`src/rtl/irq_mask_pkg.sv`:
```
package irq_mask_pkg;
  localparam int VEC_W = 16;
  localparam int NSRC  = 5;

  typedef enum logic [2:0] {
    SRC_NMI = 3'd0,
    SRC_E75 = 3'd1,
    SRC_L65 = 3'd2,
    SRC_L55 = 3'd3,
    SRC_EXT = 3'd4
  } irq_src_e;

  // restart number times eight; half levels expressed as twice-number times four
  function automatic logic [VEC_W-1:0] vec_of(irq_src_e s);
    case (s)
      SRC_NMI: vec_of = VEC_W'(9  * 4);
      SRC_E75: vec_of = VEC_W'(15 * 4);
      SRC_L65: vec_of = VEC_W'(13 * 4);
      SRC_L55: vec_of = VEC_W'(11 * 4);
      default: vec_of = '0;
    endcase
  endfunction
endpackage

```
`src/rtl/irq_sync.sv`:
```
module irq_sync #(
  parameter int W      = 2,
  parameter int STAGES = 2
) (
  input  logic         clk_i,
  input  logic         rst_ni,
  input  logic [W-1:0] d_i,
  output logic [W-1:0] q_o
);
  logic [STAGES-1:0][W-1:0] st_q;

  for (genvar s = 0; s < STAGES; s++) begin : g_stage
    always_ff @(posedge clk_i or negedge rst_ni) begin
      if (!rst_ni) st_q[s] <= '0;
      else if (s == 0) st_q[s] <= d_i;
      else st_q[s] <= st_q[(s == 0) ? 0 : s-1];
    end
  end

  assign q_o = st_q[STAGES-1];
endmodule

```
`src/rtl/irq_prio.sv`:
```
module irq_prio
  import irq_mask_pkg::*;
(
  input  logic [NSRC-1:0] cand_i,
  output logic            any_o,
  output irq_src_e        win_o
);
  // lowest index wins
  always_comb begin
    win_o = SRC_NMI;
    for (int i = NSRC-1; i >= 0; i--) begin
      if (cand_i[i]) win_o = irq_src_e'(i[2:0]);
    end
  end
  assign any_o = |cand_i;
endmodule

```
`src/rtl/irq_mask_unit.sv`:
```
module irq_mask_unit
  import irq_mask_pkg::*;
#(
  parameter int SYNC_STAGES = 2
) (
  input  logic             clk_i,
  input  logic             rst_ni,
  input  logic             nmi_i,
  input  logic             edge_req_i,
  input  logic             lvl_hi_i,
  input  logic             lvl_lo_i,
  input  logic             ext_req_i,
  input  logic             serial_i,
  input  logic             boundary_i,
  input  logic             ack_i,
  input  logic             en_set_i,
  input  logic             en_clr_i,
  input  logic             mask_wr_i,
  input  logic [7:0]       mask_data_i,
  output logic [7:0]       status_o,
  output logic             serial_o,
  output logic             req_valid_o,
  output logic [2:0]       req_src_o,
  output logic [VEC_W-1:0] req_vector_o,
  output logic             req_vectored_o
);
  logic [1:0]      sync_s;
  logic            nmi_s, e75_s, nmi_d, e75_d;
  logic            nmi_rise, e75_rise;
  logic            trap_arm_q, pend75_q, ie_q, ie_arm_q, ser_q, valid_q;
  logic [2:0]      mask_q;
  irq_src_e        src_q, win;
  logic            any;
  logic [NSRC-1:0] cand;
  logic            take, clr75;
  logic            unused_bit5;

  assign unused_bit5 = mask_data_i[5];

  irq_sync #(.W(2), .STAGES(SYNC_STAGES)) u_sync (
    .clk_i (clk_i),
    .rst_ni(rst_ni),
    .d_i   ({edge_req_i, nmi_i}),
    .q_o   (sync_s)
  );
  assign nmi_s = sync_s[0];
  assign e75_s = sync_s[1];

  always_ff @(posedge clk_i or negedge rst_ni) begin
    if (!rst_ni) begin
      nmi_d <= 1'b0;
      e75_d <= 1'b0;
    end else begin
      nmi_d <= nmi_s;
      e75_d <= e75_s;
    end
  end
  assign nmi_rise = nmi_s & ~nmi_d;
  assign e75_rise = e75_s & ~e75_d;

  assign take  = ack_i & valid_q;
  assign clr75 = (mask_wr_i & mask_data_i[4]) | (take & (src_q == SRC_E75));

  assign cand[SRC_NMI] = trap_arm_q & nmi_s;
  assign cand[SRC_E75] = pend75_q & ~mask_q[2] & ie_q;
  assign cand[SRC_L65] = lvl_hi_i & ~mask_q[1] & ie_q;
  assign cand[SRC_L55] = lvl_lo_i & ~mask_q[0] & ie_q;
  assign cand[SRC_EXT] = ext_req_i & ie_q;

  irq_prio u_prio (
    .cand_i(cand),
    .any_o (any),
    .win_o (win)
  );

  always_ff @(posedge clk_i or negedge rst_ni) begin
    if (!rst_ni) begin
      trap_arm_q <= 1'b0;
      pend75_q   <= 1'b0;
      mask_q     <= 3'b111;
      ser_q      <= 1'b0;
      ie_q       <= 1'b0;
      ie_arm_q   <= 1'b0;
      valid_q    <= 1'b0;
      src_q      <= SRC_NMI;
    end else begin
      if (nmi_rise) trap_arm_q <= 1'b1;
      else if (!nmi_s || (take && src_q == SRC_NMI)) trap_arm_q <= 1'b0;

      if (e75_rise) pend75_q <= 1'b1;
      else if (clr75) pend75_q <= 1'b0;

      if (mask_wr_i && mask_data_i[3]) mask_q <= mask_data_i[2:0];
      if (mask_wr_i && mask_data_i[6]) ser_q <= mask_data_i[7];

      // enable becomes effective one boundary after the command
      if (en_clr_i || (take && src_q != SRC_NMI)) begin
        ie_q     <= 1'b0;
        ie_arm_q <= 1'b0;
      end else if (en_set_i) begin
        ie_arm_q <= 1'b1;
      end else if (boundary_i && ie_arm_q) begin
        ie_q     <= 1'b1;
        ie_arm_q <= 1'b0;
      end

      if (take) valid_q <= 1'b0;
      else if (boundary_i) begin
        valid_q <= any;
        src_q   <= win;
      end
    end
  end

  assign status_o       = {serial_i, pend75_q, lvl_hi_i, lvl_lo_i, ie_q, mask_q};
  assign serial_o       = ser_q;
  assign req_valid_o    = valid_q;
  assign req_src_o      = src_q;
  assign req_vector_o   = valid_q ? vec_of(src_q) : '0;
  assign req_vectored_o = valid_q & (src_q != SRC_EXT);

  assert_mask_hold_R2: assert property (@(posedge clk_i) disable iff (!rst_ni)
    (mask_wr_i && !mask_data_i[3]) |=> $stable(mask_q));
  assert_trap_vec_R7: assert property (@(posedge clk_i) disable iff (!rst_ni)
    (req_valid_o && req_src_o == SRC_NMI) |-> (req_vector_o == 16'h0024));
  assert_ie_gate_R8: assert property (@(posedge clk_i) disable iff (!rst_ni)
    ($rose(req_valid_o) && req_src_o != SRC_NMI) |-> $past(ie_q));
  assert_ie_drop_R9: assert property (@(posedge clk_i) disable iff (!rst_ni)
    (take && src_q != SRC_NMI) |=> !ie_q);
  assert_pend_clear_R11: assert property (@(posedge clk_i) disable iff (!rst_ni)
    (take && src_q == SRC_E75 && !e75_rise) |=> !pend75_q);
  assert_hold_R12: assert property (@(posedge clk_i) disable iff (!rst_ni)
    (req_valid_o && !ack_i && !boundary_i) |=> (req_valid_o && $stable(req_src_o)));
endmodule

```
`config.mk`:
```
export PLATFORM = sky130hd
export DESIGN_NAME = irq_mask_unit
export DESIGN_NICKNAME = d
export VERILOG_FILES = /design/src/rtl/irq_mask_pkg.sv /design/src/rtl/irq_sync.sv /design/src/rtl/irq_prio.sv /design/src/rtl/irq_mask_unit.sv
export SDC_FILE = /design/constraint.sdc
export NUM_CORES = 1
export LEC_CHECK = 0
export ABC_AREA = 1
export BUFFER_PORTS_ARGS = -buffer_cell sky130_fd_sc_hd__buf_2
export CAP_MARGIN = 30
export CORE_MARGIN = 5
export CORE_UTILIZATION = 40
export DETAILED_ROUTE_END_ITERATION = 12
export HOLD_SLACK_MARGIN = 0.06
export PLACE_DENSITY = 0.73
export SLEW_MARGIN = 20
export SYNTH_ARGS = -nofsm -noshare
export SYNTH_HDL_FRONTEND = slang
export SYNTH_SLANG_ARGS = --single-unit
```
`constraint.sdc`:
```
create_clock -name clk_i -period 1.2 [get_ports clk_i]
set_input_delay 0.36 -clock clk_i [delete_from_list [all_inputs] [get_ports clk_i]]
set_output_delay 0.36 -clock clk_i [all_outputs]
set_load 0.05 [all_outputs]
```
==> impl_metrics.ini <==
[synthesis]
synth_common_cells = 26 x nand2_1, 18 x buf_4, 17 x inv_1
syn_inst = 115
synthFlopType = dfrtp_1
synthMostInstantiatedCell = nand2_1
synth-seq-cells = 18
synth_edf_count = 0
yosys_warnings = 0
synth_top_area_share = 0.402
yosysTopAreaCell = dfrtp_1
yosys-top-cells-area = dfrtp_1 40%, buf_4 14%, nand2_1 10%, dfstp_2 8.4%, inv_1 6.8%
async_flop_share = 1.00
syn_area_um2 = 933
postSynthAreaPerCell_um2 = 8.12
ys_types = 18
synth_seq_area_share = 0.487

[layout]
drive_gt1_frac = 0.482
syn2layout_area_growth_pct = 50.9
insertedDiodeCount = 0
nets = 186
fin_area_um2 = 1410
fillers = 198

[clock_tree]
worstSkewPairLatency_ns = 0.28
cts_root_buffer = clkbuf_4
h-tree-depth = 1
path_clk_slew_ns = 0.09
cts_buffer_depth = 2
cts_sinks = 18
cts_tree = yes
numCtsBuffers = 3

[critical_path]
crit_required_ns = 0.84
cp-end-kind = output pin
crit_arrival_ns = 1.22
cp-start-kind = register
criticalPathCategory = register to output pin
crit_fanout = 3

[timing]
drv_slew = 0
hold_viol_final = 0
skew_ns = 0.00217
fmax_mhz = 631
period_needed_ns = 1.58
rsz0062_at_grt = yes
setup_viol = 15
finalCritPeriodShare = 1.32
hold_ws_ns = 0.176
worst_slack_ns = -0.384

[routing]
post-route-drc-count = 0
first_pass_iters = 4
dr_wl_met2_um = 1130
route.met3.wl_um = 214
wire_per_inst_um = 11.1
detailedRoute.firstIterationViolations = 11
m1WireLength_um = 785
finalWirelength_um = 2130
ant_nets = 0
vias = 832
top_layer_used = met3
drt-vias-per-instance = 4.33

[job]
cap_violations = 0

[grt]
grt_max_degree = 19
grt_pass1_wl_um = 3630
antenna_found_initial = 0
grt.total_usage = 0.138
grt_overflow = 0
first_global_vias = 869

[outcome]
violations = setup timing
outcome = finished, violations left

[power]
pwr_density_cell_nw_per_um2 = 1130
p_leak_nw = 0.747
peakVddDrop_uv = 1070

[placement]
place_area_um2 = 1160
io_buffer_count = 35
hpwl_um = 1600
gp_congestion = 0.779

[floorplanning]
fp.dieArea_um2 = 3400
die-height_um = 58.3
core_um2 = 2210
start_util = 0.422
ioPinCount = 51
die_x_um = 58.3
rows = 17

[hold_path]
hold_path.class = primary input to register
-- power by group --
| group | internal [mW] | switching, mW |
|---|---|---|
| registers | 0.663 | 0.0348 |
| clock network | 0.129 | 0.169 |
| logic | 0.217 | 0.386 |
-- cell type report --
| cell class | instances | area (um2) | area share |
|---|---|---|---|
| timing repair buffer | 52 | 437 | 0.310 |
| clock buffer | 4 | 26.3 | 0.0187 |
| multi-input combinational | 73 | 384 | 0.273 |
| inverter | 17 | 67.6 | 0.0480 |
| tap | 28 | 35.0 | 0.0249 |
| sequential | 18 | 459 | 0.326 |
-- sequential cells by signal (all words and copies together) (netlist names) --
name	flops
u_sync.st_q	2
serial_o	1
nmi_d	1
req_valid_o	1
req_src_o	3
u_sync.q_o	2
e75_d	1
trap_arm_q	1
ie_q	1
mask_q	3
ie_arm_q	1
pend75_q	1
-- worst paths after layout --
path | from | slack [ns] | depth (start not counted) | endpoint
setup / recovery | req_src_o[2] | -0.38 | 6 | req_vector_o[4]
min in group asynchronous | rst_ni | 0.53 | 2 | nmi_d
hold reg to reg | u_sync.st_q[0] | 0.35 | 0 | u_sync.q_o[0]
max in group asynchronous | rst_ni | 0.36 | 2 | mask_q[1]
setup reg to reg | req_valid_o | 0.05 | 6 | ie_q
hold / removal | edge_req_i | 0.18 | 1 | u_sync.st_q[1]
-- routing by layer --
layer  vias up  GRT usage
met3         0     0.0417
met5         -          0
met2        35      0.239
met4         0     0.0497
li1        421          -
met1       376      0.159
-- per-stage QoR --
stage | worst slack, ns | power, mW | setup TNS [ns] | instances | util
floorplan | -0.487 | 1.10 | -2.02 | 126 | -
global placement | -0.136 | 1.18 | -0.500 | 181 | 0.523
detailed placement | -0.177 | 1.19 | -0.693 | 181 | 0.523
CTS | -0.391 | 1.60 | -3.44 | 191 | 0.613
global route | -0.469 | 1.70 | -4.12 | 192 | 0.637
finish | -0.384 | 1.60 | -3.19 | 192 | 0.637
-- placed cells by master, fill, tap and decap left out, drive strengths merged --
cell,Yosys,final
clkinvlp,0,1
mux2,1,1
nand3b,1,1
a21oi,5,5
dfrtp,15,15
nand3,5,5
dlygate4sd3,0,1
clkbuf,0,4
inv,17,16
buf,18,51
o21ai,3,3
nand4,1,1
nand2,27,27
a31oi,1,1
a21o,1,1
conb,1,12
nor3,1,1
nor2,15,15
dfstp,3,3
-- cells by family (layout without fill, tap and decap cells) --
group,Yosys count,after routing,synth area share
muxes,1,1,0.0121
and+or+nand+nor,50,50,0.227
other,1,12,0.00402
buffers and inverters,35,73,0.213
AOI/OAI and AO/OA,10,10,0.0576
DFF,18,18,0.487
-- worst max-delay path: stages (launching register included) --
cell	delay [ns]
dfrtp_2	0.42
inv_2	0.08
nand2_4	0.06
clkinvlp_4	0.07
o21ai_2	0.06
nor2_4	0.09
buf_6	0.16
-- timing repair --
item,4_1_cts,5_1_grt
setup endpoints to repair,15,23
hold buffers,1,0
pin swaps,1,2
gates resized for setup,39,15
hold endpoints to repair,15,0
buffers inserted,5,3
Power figures use the tool's default switching activity.
